==> src/rtl/eiu_pkg.sv <==
package eiu_pkg;
    localparam int MODE_BITS = 4;

    localparam logic [MODE_BITS-1:0] TRG_OFF  = 4'd0;
    localparam logic [MODE_BITS-1:0] TRG_RISE = 4'd1;
    localparam logic [MODE_BITS-1:0] TRG_FALL = 4'd2;
    localparam logic [MODE_BITS-1:0] TRG_BOTH = 4'd3;
    localparam logic [MODE_BITS-1:0] TRG_HIGH = 4'd5;
    localparam logic [MODE_BITS-1:0] TRG_LOW  = 4'd6;

    localparam int OFS_MODE = 'h0;
    localparam int OFS_PEND = 'h4;
    localparam int OFS_ENAB = 'hC;

    function automatic logic is_edge_mode(input logic [MODE_BITS-1:0] m);
        return (m == TRG_RISE) || (m == TRG_FALL) || (m == TRG_BOTH);
    endfunction

    function automatic logic is_level_mode(input logic [MODE_BITS-1:0] m);
        return (m == TRG_HIGH) || (m == TRG_LOW);
    endfunction
endpackage

==> src/rtl/eiu_sync.sv <==
module eiu_sync #(
    parameter int STAGES = 2
) (
    input  logic clk,
    input  logic rst_n,
    input  logic d,
    output logic q
);
    logic [STAGES-1:0] chain_d, chain_q;

    always_comb begin
        chain_d = {chain_q[STAGES-2:0], d};
    end

    always_ff @(posedge clk or negedge rst_n) begin
        if (!rst_n) chain_q <= '0;
        else        chain_q <= chain_d;
    end

    assign q = chain_q[STAGES-1];
endmodule

==> src/rtl/eiu_detect.sv <==
module eiu_detect
    import eiu_pkg::*;
(
    input  logic [MODE_BITS-1:0] mode,
    input  logic                 cur,
    input  logic                 prev,
    output logic                 hit,
    output logic                 level
);
    always_comb begin
        hit   = 1'b0;
        level = 1'b0;
        case (mode)
            TRG_RISE: hit = cur & ~prev;
            TRG_FALL: hit = ~cur & prev;
            TRG_BOTH: hit = cur ^ prev;
            TRG_HIGH: begin hit = cur;  level = 1'b1; end
            TRG_LOW:  begin hit = ~cur; level = 1'b1; end
            default:  hit = 1'b0;
        endcase
    end
endmodule

==> src/rtl/ext_irq_front.sv <==
module ext_irq_front
    import eiu_pkg::*;
#(
    parameter int NUM_PINS    = 6,
    parameter int DATA_W      = 32,
    parameter int ADDR_W      = 4,
    parameter int SYNC_STAGES = 2
) (
    input  logic                clk,
    input  logic                rst_n,
    input  logic [NUM_PINS-1:0] ext_pin,
    input  logic                reg_wr,
    input  logic [ADDR_W-1:0]   reg_addr,
    input  logic [DATA_W-1:0]   reg_wdata,
    output logic [DATA_W-1:0]   reg_rdata,
    output logic [NUM_PINS-1:0] irq_req
);
    localparam int MODE_W = NUM_PINS * MODE_BITS;
    localparam logic [ADDR_W-1:0] A_MODE = ADDR_W'(OFS_MODE);
    localparam logic [ADDR_W-1:0] A_PEND = ADDR_W'(OFS_PEND);
    localparam logic [ADDR_W-1:0] A_ENAB = ADDR_W'(OFS_ENAB);

    typedef struct packed {
        logic [MODE_W-1:0]   mode;
        logic [NUM_PINS-1:0] pend;
        logic [NUM_PINS-1:0] enab;
        logic [NUM_PINS-1:0] prev;
        logic [NUM_PINS-1:0] req;
    } state_t;

    state_t st_d, st_q;

    logic [NUM_PINS-1:0] pin_s, hit, lvl;
    logic                wr_mode, wr_pend, wr_enab;
    logic [NUM_PINS-1:0] clr_mask;
    logic                unused_wdata;

    assign unused_wdata = ^reg_wdata[DATA_W-1:MODE_W];

    for (genvar i = 0; i < NUM_PINS; i++) begin : g_pin
        eiu_sync #(.STAGES(SYNC_STAGES)) u_sync (
            .clk  (clk),
            .rst_n(rst_n),
            .d    (ext_pin[i]),
            .q    (pin_s[i])
        );
        eiu_detect u_det (
            .mode (st_q.mode[i*MODE_BITS +: MODE_BITS]),
            .cur  (pin_s[i]),
            .prev (st_q.prev[i]),
            .hit  (hit[i]),
            .level(lvl[i])
        );
    end

    always_comb begin
        st_d     = st_q;
        wr_mode  = reg_wr && (reg_addr == A_MODE);
        wr_pend  = reg_wr && (reg_addr == A_PEND);
        wr_enab  = reg_wr && (reg_addr == A_ENAB);
        clr_mask = wr_pend ? ~reg_wdata[NUM_PINS-1:0] : '0;

        st_d.prev = pin_s;
        if (wr_mode) st_d.mode = reg_wdata[MODE_W-1:0];
        if (wr_enab) st_d.enab = reg_wdata[NUM_PINS-1:0];

        for (int i = 0; i < NUM_PINS; i++) begin
            if (lvl[i]) st_d.pend[i] = hit[i];
            else        st_d.pend[i] = (st_q.pend[i] & ~clr_mask[i]) | hit[i];
        end

        st_d.req = st_q.pend & st_q.enab;
    end

    always_ff @(posedge clk or negedge rst_n) begin
        if (!rst_n) st_q <= '0;
        else        st_q <= st_d;
    end

    always_comb begin
        reg_rdata = '0;
        case (reg_addr)
            A_MODE:  reg_rdata = DATA_W'(st_q.mode);
            A_PEND:  reg_rdata = DATA_W'(st_q.pend);
            A_ENAB:  reg_rdata = DATA_W'(st_q.enab);
            default: reg_rdata = '0;
        endcase
    end

    assign irq_req = st_q.req;

    for (genvar i = 0; i < NUM_PINS; i++) begin : g_chk
        logic [MODE_BITS-1:0] m;
        assign m = st_q.mode[i*MODE_BITS +: MODE_BITS];

        AST_OFF_NO_SET: assert property (@(posedge clk) disable iff (!rst_n)
            (!is_edge_mode(m) && !is_level_mode(m) && !st_q.pend[i]) |=> !st_q.pend[i]);

        AST_EDGE_HOLD: assert property (@(posedge clk) disable iff (!rst_n)
            (is_edge_mode(m) && st_q.pend[i] && !(wr_pend && !reg_wdata[i])) |=> st_q.pend[i]);

        AST_HIGH_TRACK: assert property (@(posedge clk) disable iff (!rst_n)
            (m == TRG_HIGH && pin_s[i]) |=> st_q.pend[i]);

        AST_LOW_TRACK: assert property (@(posedge clk) disable iff (!rst_n)
            (m == TRG_LOW && !pin_s[i]) |=> st_q.pend[i]);

        AST_REQ_GATED: assert property (@(posedge clk) disable iff (!rst_n)
            irq_req[i] |-> $past(st_q.enab[i]));
    end

    AST_UNMAPPED_ZERO: assert property (@(posedge clk) disable iff (!rst_n)
        (reg_addr != A_MODE && reg_addr != A_PEND && reg_addr != A_ENAB) |-> reg_rdata == '0);
endmodule

==> config.mk <==
export PLATFORM = sky130hd
export DESIGN_NAME = ext_irq_front
export DESIGN_NICKNAME = d
export VERILOG_FILES = /design/src/rtl/eiu_pkg.sv /design/src/rtl/eiu_sync.sv /design/src/rtl/eiu_detect.sv /design/src/rtl/ext_irq_front.sv
export SDC_FILE = /design/constraint.sdc
export NUM_CORES = 1
export LEC_CHECK = 0
export BUFFER_PORTS_ARGS = -buffer_cell sky130_fd_sc_hd__buf_2
export CAP_MARGIN = 20
export CORE_MARGIN = 2
export CORE_UTILIZATION = 40
export DETAILED_ROUTE_END_ITERATION = 8
export GPL_ROUTABILITY_DRIVEN = 0
export PLACE_DENSITY_LB_ADDON = 0.08
export SLEW_MARGIN = 10
export SYNTH_ARGS = -nofsm -noshare
export SYNTH_HDL_FRONTEND = slang
export SYNTH_SLANG_ARGS = --single-unit
==> constraint.sdc <==
create_clock -name clk -period 3.2 [get_ports clk]
set_input_delay 0.32 -clock clk [delete_from_list [all_inputs] [get_ports clk]]
set_output_delay 0.32 -clock clk [all_outputs]
set_load 0.02 [all_outputs]
== After elaboration in Yosys (flattened, before gate mapping) ==
Cells that the tools add are included.

* Word-level logic and storage cells: 123
* RAM bits: 0
* Register bits after elaboration: 60
* Bits in read-only memories: 0
* Memories kept: 0
* Bits of input ports: 45
* Bits in latches: 0

* Equality and inequality tests: 32
* Bitwise gates (word level): 50
* Shifts and indexed selects: 0
* Magnitude comparators: 0
* Multipliers: 0
* Div/mod/pow operators: 0
* Add/subtract/negate cells: 0
* Multiplexer cells: 20
* Reductions and logical operators: 10

{| class="wikitable"
|+ Operators by type and width
! kind !! number
|-
| $pmux 24 s3 || 1
|-
| $eq 4x3->1 const B || 13
|-
| $eq 4x2->1 const B || 12
|-
| $pmux 1 s5 || 6
|-
| $eq 4x1->1 const B || 6
|-
| $and 1x1->1 || 18
|-
| $not 1->1 || 18
|-
| $mux 1 || 12
|-
| $reduce_or 2->1 || 6
|-
| $and 6x6->6 || 1
|-
| $mux 6 || 1
|-
| $not 6->6 || 1
|-
| $or 1x1->1 || 6
|-
| $xor 1x1->1 || 6
|-
| $eq 4x4->1 const B || 1
|-
| $logic_not 4->1 || 1
|-
| $logic_and 1x1->1 || 3
|}

== Longest topological paths before layout ==
Gate-level depths: netlist of the first run.

* Depth in word-level cells: 7
* Gate-level depth with buffers: 6
* Mapped depth without buffers: 6

== Modules after synthesis ==
From an unflattened synthesis of the first run, not the netlist that was laid out.

* Cell total of the unflattened synthesis: 248
* Area, all modules: 3019.1 µm²

{| class="wikitable"
|+ By module, submodules not included
! module !! times used !! cells each !! area each (µm²)
|-
| ext_irq_front || 1 || 158 || 2178.3
|-
| eiu_detect || 6 || 13 || 90.1
|-
| eiu_sync || 6 || 2 || 50.0
|}

== Least setup slack after synthesis of the first run ==
Ideal clock, no wire load.

* Kind: input-to-output
* Start point: input port reg_addr[3]
* End point: output port reg_rdata[0]
* Stages: 5
* Path buffers: 2
* Arrival time: 1387 ps
* Setup slack: 1493 ps
* Cells stage by stage: buf_6 nor4_4 clkbuf_1 nand2_1 o21ai_0

* Cells in the longest elaborated chain, start to end: 2

{| class="wikitable"
|+ RTL lines
! what !! RTL line !! source
|-
| from (decl) || ext_irq_front.sv:13 || <nowiki>input logic [ADDR_W-1:0] reg_addr,</nowiki>
|-
| $eq 4x4->1 (tied with other cells) || ext_irq_front.sv:82 || <nowiki>case (reg_addr)</nowiki>
|-
| $pmux 24 s3 * || ext_irq_front.sv:82 ||
|-
| to (decl) || ext_irq_front.sv:15 || <nowiki>output logic [DATA_W-1:0] reg_rdata,</nowiki>
|}

Mark *: on every way between the ends. The rest lies on a longest branch, timed or not.

== Worst setup path in the final report of the first run ==
* Start point: input port reg_addr[3]
* End point: output port reg_rdata[4]

The elaborated chain is that of the path after synthesis.

==> results of run 1 <==
-- metrics by stage --
step	std cells	cell area (um2)	setup slack (ns)	hold slack (ns)	total power, W
global placement	405	3270	0.708	0.334	0.00149
finish	422	3460	1.02	0.0871	0.00208
floorplan	259	2950	1.49	0.0244	0.00139
detailed placement	405	3270	0.727	0.336	0.00150
global route	422	3460	0.810	0.0736	0.00223
CTS	420	3430	0.925	0.0704	0.00211
-- what timing repair did --
| action | in CTS | in global routing |
|---|---|---|
| hold buffers | 0 | 1 |
| resized for setup | 0 | 0 |
| hold endpoints to repair | 0 | 12 |
-- registers in the layout, summed over array words and instances, names as in the netlist --
| register | count |
|---|---|
| g_chk.m | 24 |
| g_pin.u_sync.chain_q | 12 |
| irq_req | 6 |
| st_q | 18 |
-- layer usage --
layer / vias up / track usage [%] / routed length (um) / share of wire [%]
met4: 0 / 6.11 / 89 / 1.6
met5: - / 0 / 0 / 0
met2: 45 / 21.3 / 2450 / 44
met3: 7 / 4.99 / 281 / 5.0
li1: 979 / - / - / -
met1: 920 / 22.2 / 2800 / 50
-- layout by cell type (no fill, tap or decap), drive strengths merged, types with 6 or more instances in the layout --
master and n:
conb 8, mux2i 6, o21a 6, o21ai 17, nand2 18, mux2 30, and2 24, clkbuf 13
buf 69, o211ai 9, ha 12, inv 17, dfrtp 60, nor2 8
-- layout make-up --
| class | count | share of cell area [%] |
|---|---|---|
| Clock buffer | 13 | 4.59 |
| Clock inverter | 2 | 0.289 |
| Inverter | 17 | 1.84 |
| Multi-Input combinational cell | 161 | 35.5 |
| Sequential cell | 60 | 43.3 |
| Tap cell | 99 | 3.58 |
| Timing Repair Buffer | 70 | 10.8 |
-- worst max path at each step --
stage / startpoint / endpoint / slack (ns) / cells past startpoint
floorplan: reg_addr[3] / reg_rdata[0] / 1.49 / 5
global placement: reg_addr[3] / g_chk[4].m[2] / 0.71 / 4
detailed placement: reg_addr[3] / g_chk[5].m[3] / 0.73 / 4
CTS: reg_addr[3] / reg_rdata[4] / 0.93 / 6
global route: reg_addr[3] / reg_rdata[5] / 0.81 / 6
finish: reg_addr[3] / reg_rdata[4] / 1.02 / 6
-- kinds of logic after synthesis --
logic type	Yosys count	share of synthesized area, %
simple gates	63	12.1
flops	60	51.4
compound gates	42	9.51
buf+inv	38	7.33
mux	36	14.4
fa+ha+maj	12	5.14
other cells	1	0.128
-- worst reg2reg max path: stages, from the launching register on --
cell and delay [ns]:
dfrtp_1 0.42, ha_1 0.29, o211ai_1 0.16, o2111ai_1 0.13
a32oi_1 0.16
-- where the power goes --
part           leakage [nW]  internal [W]  switching, W  total [W]
registers             0.716      0.000917      0.000146    0.00106
logic                 0.922      0.000223      0.000200   0.000423
clock network        0.0893      0.000317      0.000278   0.000595
total                  1.73       0.00146      0.000624    0.00208
==> impl_metrics.csv, run 1 <==
group,metric,value,unit
worst_setup_path,crit_slowest_cell,"nor4_4",
place,dp_hpwl,3900,um
floorplanning,start_util,40.7,%
worst_setup_path,end_kind,"primary output",
layout,seqCellArea,1500,um2
detailed_routing,vias_per_cell,4.62,
timing,max_slew.worst_pin.slew,0.702,ns
pwr,power_density,601,nW/um2
global_route,grt_pass1_wl,9090,um
global_route,grt_max_degree,49,
synthesis,ys_seq_area_share,51.4,%
synthesis,synth_top_cell_by_area,"dfrtp_1",
timing,slew-limit-headroom,52.9,%
floorplanning,die_area,8000,um2
min_path,hold_end,"g_pin[4].u_sync.chain_q[0]",
floorplanning,fp-row-count,31,
clock_tree,root_buffer,"clkbuf_8",
timing,clock_skew,0.00689,ns
floorplanning,core,7180,um2
synthesis,synth_seq_cells,60,
min_path,min_path_type,"in2reg",
layout,final_util,48.3,%
detailed_routing,finalWirelength,5620,um
worst_setup_path,path_class,"in2out",
layout,area_growth,18.6,%
timing,rsz0062_at_grt,"false",
worst_setup_path,crit_chain,"buf_2, nor4_4, buf_4, nand2_1, o21ai_0, buf_2",
clock_tree,path_clk_slew,0.07,ns
layout,final_nets,376,
worst_setup_path,worstPathRequired,2.88,ns
detailed_routing,ant_nets,0,
status,status,"finished clean",
clock_tree,cts_tree,"yes",
floorplanning,io_pins,83,
synthesis,synth.most_common_cell,"dfrtp_1",
synthesis,yosysTopAreaCellShare,51.4,%
clock_tree,clock_sinks,60,
synthesis,syn_avg_cell_area,11.6,um2
worst_setup_path,start_kind,"input pin",
worst_setup_path,cpPeakStageDelay,0.69,ns
layout,multiInputGateArea,1230,um2
timing,finalCriticalPeriod,2.18,ns
min_path,worstHoldPathCells,1,
worst_setup_path,reg2reg_depth,4,
floorplanning,die_y,89.4,um
detailed_routing,first_pass_iters,4,
min_path,hold_start,"ext_pin[4]",
synthesis,synth_area_leaders,"dfrtp_1, mux2_2, and2_1, ha_1, buf_4",
detailed_routing,drc,0,
floorplanning,dieWidth,89.4,um
global_route,antenna_found_initial,0,
layout,antenna_cells,0,
pwr,ir_drop,0.312,mV
place,io_buffers,66,
timing,clock.fmax,458,MHz
global_route,grt_remaining_overflow,0,
synthesis,synth_area,2920,um2
worst_setup_path,cpLargestDelayFamily,"simple AND/OR/NAND/NOR gates",
layout,drive_above_1_share,35.6,%
detailed_routing,num_vias,1951,
synthesis,synthTopCellsByCount,"dfrtp_1, and2_1, mux2_2",
global_route,grt_pass1_vias,1812,
worst_setup_path,r2r-end,"st_q[23]",
synthesis,synth_warnings,0,
layout,fillers,704,
timing,post-route-period-util,68.2,%
clock_tree,cts_buffer_depth,2,
flow_run,maxCapViolCount,0,
pwr,p_leak,1.73,nW
clock_tree,post_cts_buffers,0,
worst_setup_path,crit_top_cell,"buf_2",
synthesis,synth_ff_type,"dfrtp_1",
synthesis,async_reset_ff_share,100,%
worst_setup_path,arrival,1.86,ns
timing,slew_violations,0,
clock_tree,numCtsBuffers,9,
timing,setup_viol,0,
timing,hold_viol_final,0,
timing,setup_tns,0,ns
worst_setup_path,cp_max_fo,14,
worst_setup_path,r2r_start,"g_pin[5].u_sync.chain_q[1]",
synthesis,synth-edff-count,0,
clock_tree,h-tree-depth,3,
synthesis,ys_types,29,
global_route,track_usage,15.4,%
detailed_routing,wl_per_cell,13.3,um
detailed_routing,drt_iter0_drc,52,
clock_tree,clkLatencyLatePin,0.33,ns
worst_setup_path,path_buf_inv,3,
worst_setup_path,r2r_slack,1.96,ns
synthesis,synth_cells,252,
Power figures use the tool's default switching activity.
==> run 2: changes to the inputs <==
Clock period 3.2 ns to 2.25 ns, I/O delays scaled along.
==> run 2 against run 1 <==
Sequential share of layout area fell by 1.1 points. Via count increased by 5.9%. Global-route usage up 0.22 points. Utilization increased by 1.2 points. Clock-buffer cell count decreased by 2. Non-clock buffer count up 7. First-iteration DRC count is 15% lower. Clock power is 65% higher. Cell area rose by 2.5%. Largest cell class unchanged. Largest power group unchanged. Highest routed layer unchanged.
==> impl_metrics.csv, run 2 (synthesis gave the netlist of run 1 again) <==
group,metric,value,unit
detailed_routing,wl_met3,266,um
worst_setup_path,reg2reg_depth,4,
global_route,track_usage,15.6,%
layout,antenna_cells,0,
status,status,"finished clean",
clock_tree,h-tree-depth,3,
worst_setup_path,crit_chain,"buf_2, nor4_4, buf_4, nand2_1, o21ai_0, buf_2",
pwr,p_leak,1.77,nW
layout,drive_above_1_share,36.0,%
clock_tree,cts-hold-fix-buffers,7,
timing,hold_viol_final,0,
pwr,ir_drop,0.314,mV
global_route,grt_pass1_vias,1839,
layout,final_nets,383,
worst_setup_path,crit_slowest_cell,"nor4_4",
floorplanning,die_y,89.4,um
timing,slew-limit-headroom,56.8,%
worst_setup_path,arrival,1.43,ns
min_path,min_path_type,"in2reg",
layout,area_growth,21.6,%
timing,setup_tns,0,ns
floorplanning,fp-row-count,31,
floorplanning,start_util,40.7,%
timing,slew_violations,0,
timing,clock.fmax,606,MHz
detailed_routing,finalWirelength,5530,um
flow_run,maxCapViolCount,0,
worst_setup_path,end_kind,"primary output",
timing,finalCriticalPeriod,1.65,ns
clock_tree,cts_tree,"yes",
clock_tree,clkLatencyLatePin,0.34,ns
floorplanning,io_pins,83,
detailed_routing,vias_per_cell,4.81,
clock_tree,cts_resized,0,
detailed_routing,met2_length,2390,um
detailed_routing,drc,0,
worst_setup_path,cp_max_fo,17,
global_route,grt_remaining_overflow,0,
worst_setup_path,start_kind,"input pin",
detailed_routing,wl_per_cell,12.9,um
pwr,power_density,873,nW/um2
detailed_routing,ant_nets,0,
worst_setup_path,path_class,"in2out",
timing,clock_skew,0.00744,ns
global_route,grt_max_degree,25,
timing,post-route-period-util,73.4,%
floorplanning,dieWidth,89.4,um
detailed_routing,drt_iter0_drc,44,
place,dp_hpwl,3870,um
clock_tree,cts_buffer_depth,2,
clock_tree,path_clk_slew,0.07,ns
timing,max_slew.worst_pin.slew,0.646,ns
detailed_routing,wl_met1,2760,um
layout,final_cell_mix,"buf_2, dfrtp_1, and2_1, mux2_2",
detailed_routing,routed.top_layer,"met4",
worst_setup_path,crit_top_cell,"buf_2",
detailed_routing,first_pass_iters,4,
layout,final_common_cell,"buf_2",
clock_tree,post_cts_buffers,0,
floorplanning,die_area,8000,um2
clock_tree,root_buffer,"clkbuf_8",
timing,setup_viol,0,
timing,rsz0062_at_grt,"false",
detailed_routing,num_vias,2067,
clock_tree,clock_sinks,60,
worst_setup_path,worstPathRequired,2.03,ns
floorplanning,core,7180,um2
worst_setup_path,cpPeakStageDelay,0.38,ns
global_route,grt_pass1_wl,9140,um
layout,largest_register_ffs,24,
min_path,worstHoldPathCells,2,
timing,fin_hold_ws,0.111,ns
global_route,antenna_found_initial,0,
clock_tree,numCtsBuffers,9,
place,io_buffers,66,
[run 2: cell types whose count changed in the layout (fill, tap and decap cells not counted), sizes merged]
| cell | delta |
|---|---|
| buf | +1 |
| dlygate4sd3 | +6 |
| bufinv | +1 |
| clkinv | +2 |
| clkbuf | -2 |
[run 2: cell type report]
class                      instances  area [um2]
fill                             680        3620
sequential                        60        1500
multi-input combinational        161        1230
timing repair buffer              77         430
clock buffer                      11         151
tap                               99         124
inverter                          17        63.8
clock inverter                     5        50.0
[run 2: path summary, 6_finish.rpt]
path                                            start                          to  slack [ns]
setup / recovery                          reg_addr[3]                reg_rdata[4]        0.60
hold / removal                          reg_wdata[16]               g_chk[4].m[0]        0.11
setup reg to reg           g_pin[0].u_sync.chain_q[1]                    st_q[18]        0.98
hold reg to reg            g_pin[2].u_sync.chain_q[0]  g_pin[2].u_sync.chain_q[1]        0.35
max in group asynchronous                       rst_n                  irq_req[5]        1.23
min in group asynchronous                       rst_n                    st_q[21]        0.36
[run 2: worst max-delay path: cells and delay by family]
family	cells	cell delay, ns
buf+inv	3	0.66
compound gates	1	0.07
simple gates	2	0.45
[run 2: stage by stage]
stage	utilization [%]	total power (W)	cell area (um2)	instances	setup slack (ns)
global route	49.5	0.00331	3550	430	0.466
detailed placement	45.7	0.00214	3280	407	0.408
CTS	49.5	0.00314	3550	430	0.592
floorplan	-	0.00198	2950	259	0.733
global placement	45.7	0.00212	3280	407	0.422
finish	49.5	0.00310	3550	430	0.600
[run 2: power by group]
group,switching [W],total [W],leakage (nW),internal [W]
registers,0.000207,0.00151,0.716,0.00130
logic,0.000289,0.000611,0.948,0.000322
clock network,0.000416,0.000980,0.109,0.000564
total,0.000912,0.00310,1.77,0.00219
[run 2: metal layers]
metal	global-route usage, %	up-vias
li1	-	1000
met1	21.9	1004
met2	21.6	52
met3	4.16	11
met4	8.96	0
met5	0	-
==> run 3: changes to the inputs <==
Clock period 2.25 ns to 1.7 ns, I/O delays scaled along.
==> run 3 against run 2 <==
Via count decreased by 2.5%. Clock power increased by 32%. Non-clock buffer count up 2. Highest routed layer unchanged. Cell area grew 0.81%. Worst setup slack worse by 0.37 ns. Largest power group unchanged. Largest cell class unchanged. Total power grew 32%.
==> impl_metrics.csv, run 3 (synthesis gave the netlist of run 1 again) <==
group,metric,value,unit
status,status,"finished clean",
layout,final_util,49.9,%
worst_setup_path,worstPathRequired,1.53,ns
floorplanning,start_util,40.7,%
timing,finalCriticalPeriod,1.47,ns
global_route,grt_pass1_vias,1833,
layout,seqCellArea,1500,um2
timing,slew_violations,0,
clock_tree,h-tree-depth,3,
timing,post-route-period-util,86.3,%
timing,clock.fmax,682,MHz
layout,fin_cells,432,
detailed_routing,ant_nets,0,
clock_tree,clock_sinks,60,
clock_tree,cts_buffer_depth,2,
timing,setup_tns,0,ns
floorplanning,die_area,8000,um2
layout,fillers,674,
layout,final_common_cell,"buf_2",
layout,final_cell_area,3580,um2
clock_tree,cts_tree,"yes",
place,pre_cts_ws,0.0450,ns
floorplanning,fp-row-count,31,
detailed_routing,drc,0,
pwr,power_density,1150,nW/um2
timing,rsz0062_at_grt,"false",
place,dp_hpwl,3830,um
clock_tree,clkLatencyLatePin,0.33,ns
global_route,track_usage,15.1,%
timing,clock_skew,0.0106,ns
detailed_routing,vias_per_cell,4.67,
worst_setup_path,arrival,1.30,ns
place,place_inst,409,
layout,antenna_cells,0,
floorplanning,die_y,89.4,um
detailed_routing,wl_per_cell,13.0,um
worst_setup_path,end_kind,"primary output",
global_route,grt_max_degree,61,
detailed_routing,drt_iter0_drc,38,
layout,largest_register_ffs,24,
floorplanning,io_pins,83,
detailed_routing,finalWirelength,5610,um
flow_run,maxCapViolCount,0,
global_route,grt_pass1_wl,9080,um
global_route,antenna_found_initial,0,
layout,area_growth,22.6,%
timing,hold_viol_final,0,
floorplanning,core,7180,um2
worst_setup_path,cp_max_fo,5,
worst_setup_path,start_kind,"input pin",
place,dpl_cell_area,3310,um2
worst_setup_path,path_class,"in2out",
layout,drive_above_1_share,36.0,%
clock_tree,path_clk_slew,0.07,ns
timing,worst_slack,0.234,ns
min_path,min_path_type,"in2reg",
layout,multiInputGateArea,1230,um2
layout,final_cell_mix,"buf_2, dfrtp_1, and2_1, mux2_2",
clock_tree,cts_resized,0,
timing,setup_viol,0,
floorplanning,dieWidth,89.4,um
clock_tree,post_cts_buffers,0,
detailed_routing,first_pass_iters,4,
detailed_routing,num_vias,2016,
pwr,ir_drop,0.471,mV
global_route,grt_remaining_overflow,0,
clock_tree,root_buffer,"clkbuf_8",
layout,final_nets,385,
pwr,p_leak,1.78,nW
place,io_buffers,66,
clock_tree,numCtsBuffers,9,
-- run 3: worst paths after layout --
| path | start | endpoint | slack [ns] | depth (start not counted) |
|---|---|---|---|---|
| worst max-delay path | reg_addr[1] | reg_rdata[1] | 0.23 | 5 |
| worst min-delay path | reg_wdata[16] | g_chk[4].m[0] | 0.07 | 2 |
| worst max register to register | g_pin[4].u_sync.chain_q[1] | st_q[22] | 0.46 | 4 |
| worst min register to register | g_pin[1].u_sync.chain_q[0] | g_pin[1].u_sync.chain_q[1] | 0.35 | 0 |
| max in group asynchronous | rst_n | st_q[7] | 1.03 | 3 |
| min in group asynchronous | rst_n | g_pin[3].u_sync.chain_q[0] | 0.39 | 3 |
-- run 3: final cells by class --
type / instances / share of cell area [%]
clock buffer: 12 / 4.33
sequential: 60 / 41.9
tap: 99 / 3.46
inverter: 17 / 1.78
multi-input combinational: 161 / 34.4
clock inverter: 4 / 1.33
timing repair buffer: 79 / 12.8
-- run 3: what timing repair did --
action,4_1_cts,5_1_grt
setup endpoints to repair,0,0
hold buffers,7,0
endpoints found under the hold margin,66,0
-- run 3: power breakdown --
group          internal (W)  switching (W)
sequential          0.00173       0.000274
combinational      0.000431       0.000380
clock              0.000753       0.000540
-- run 3: critical path, stage by stage --
cell and delay [ns]:
buf_2 0.12, or3b_1 0.46, buf_4 0.19, o21ai_0 0.17, buf_2 0.19
-- run 3: routing by layer --
| layer | global-route usage (%) | wire, um |
|---|---|---|
| met1 | 22.3 | 2910 |
| met2 | 21.1 | 2440 |
| met3 | 3.14 | 174 |
| met4 | 7.33 | 83 |
| met5 | 0 | 0 |
-- run 3: metrics by stage --
step | hold slack, ns | power, W
3_3_place_gp | 0.207 | 0.00281
6_report | 0.0711 | 0.00410
5_1_grt | 0.0551 | 0.00436
2_1_floorplan | -0.126 | 0.00262
4_1_cts | 0.0549 | 0.00417
3_5_place_dp | 0.208 | 0.00284
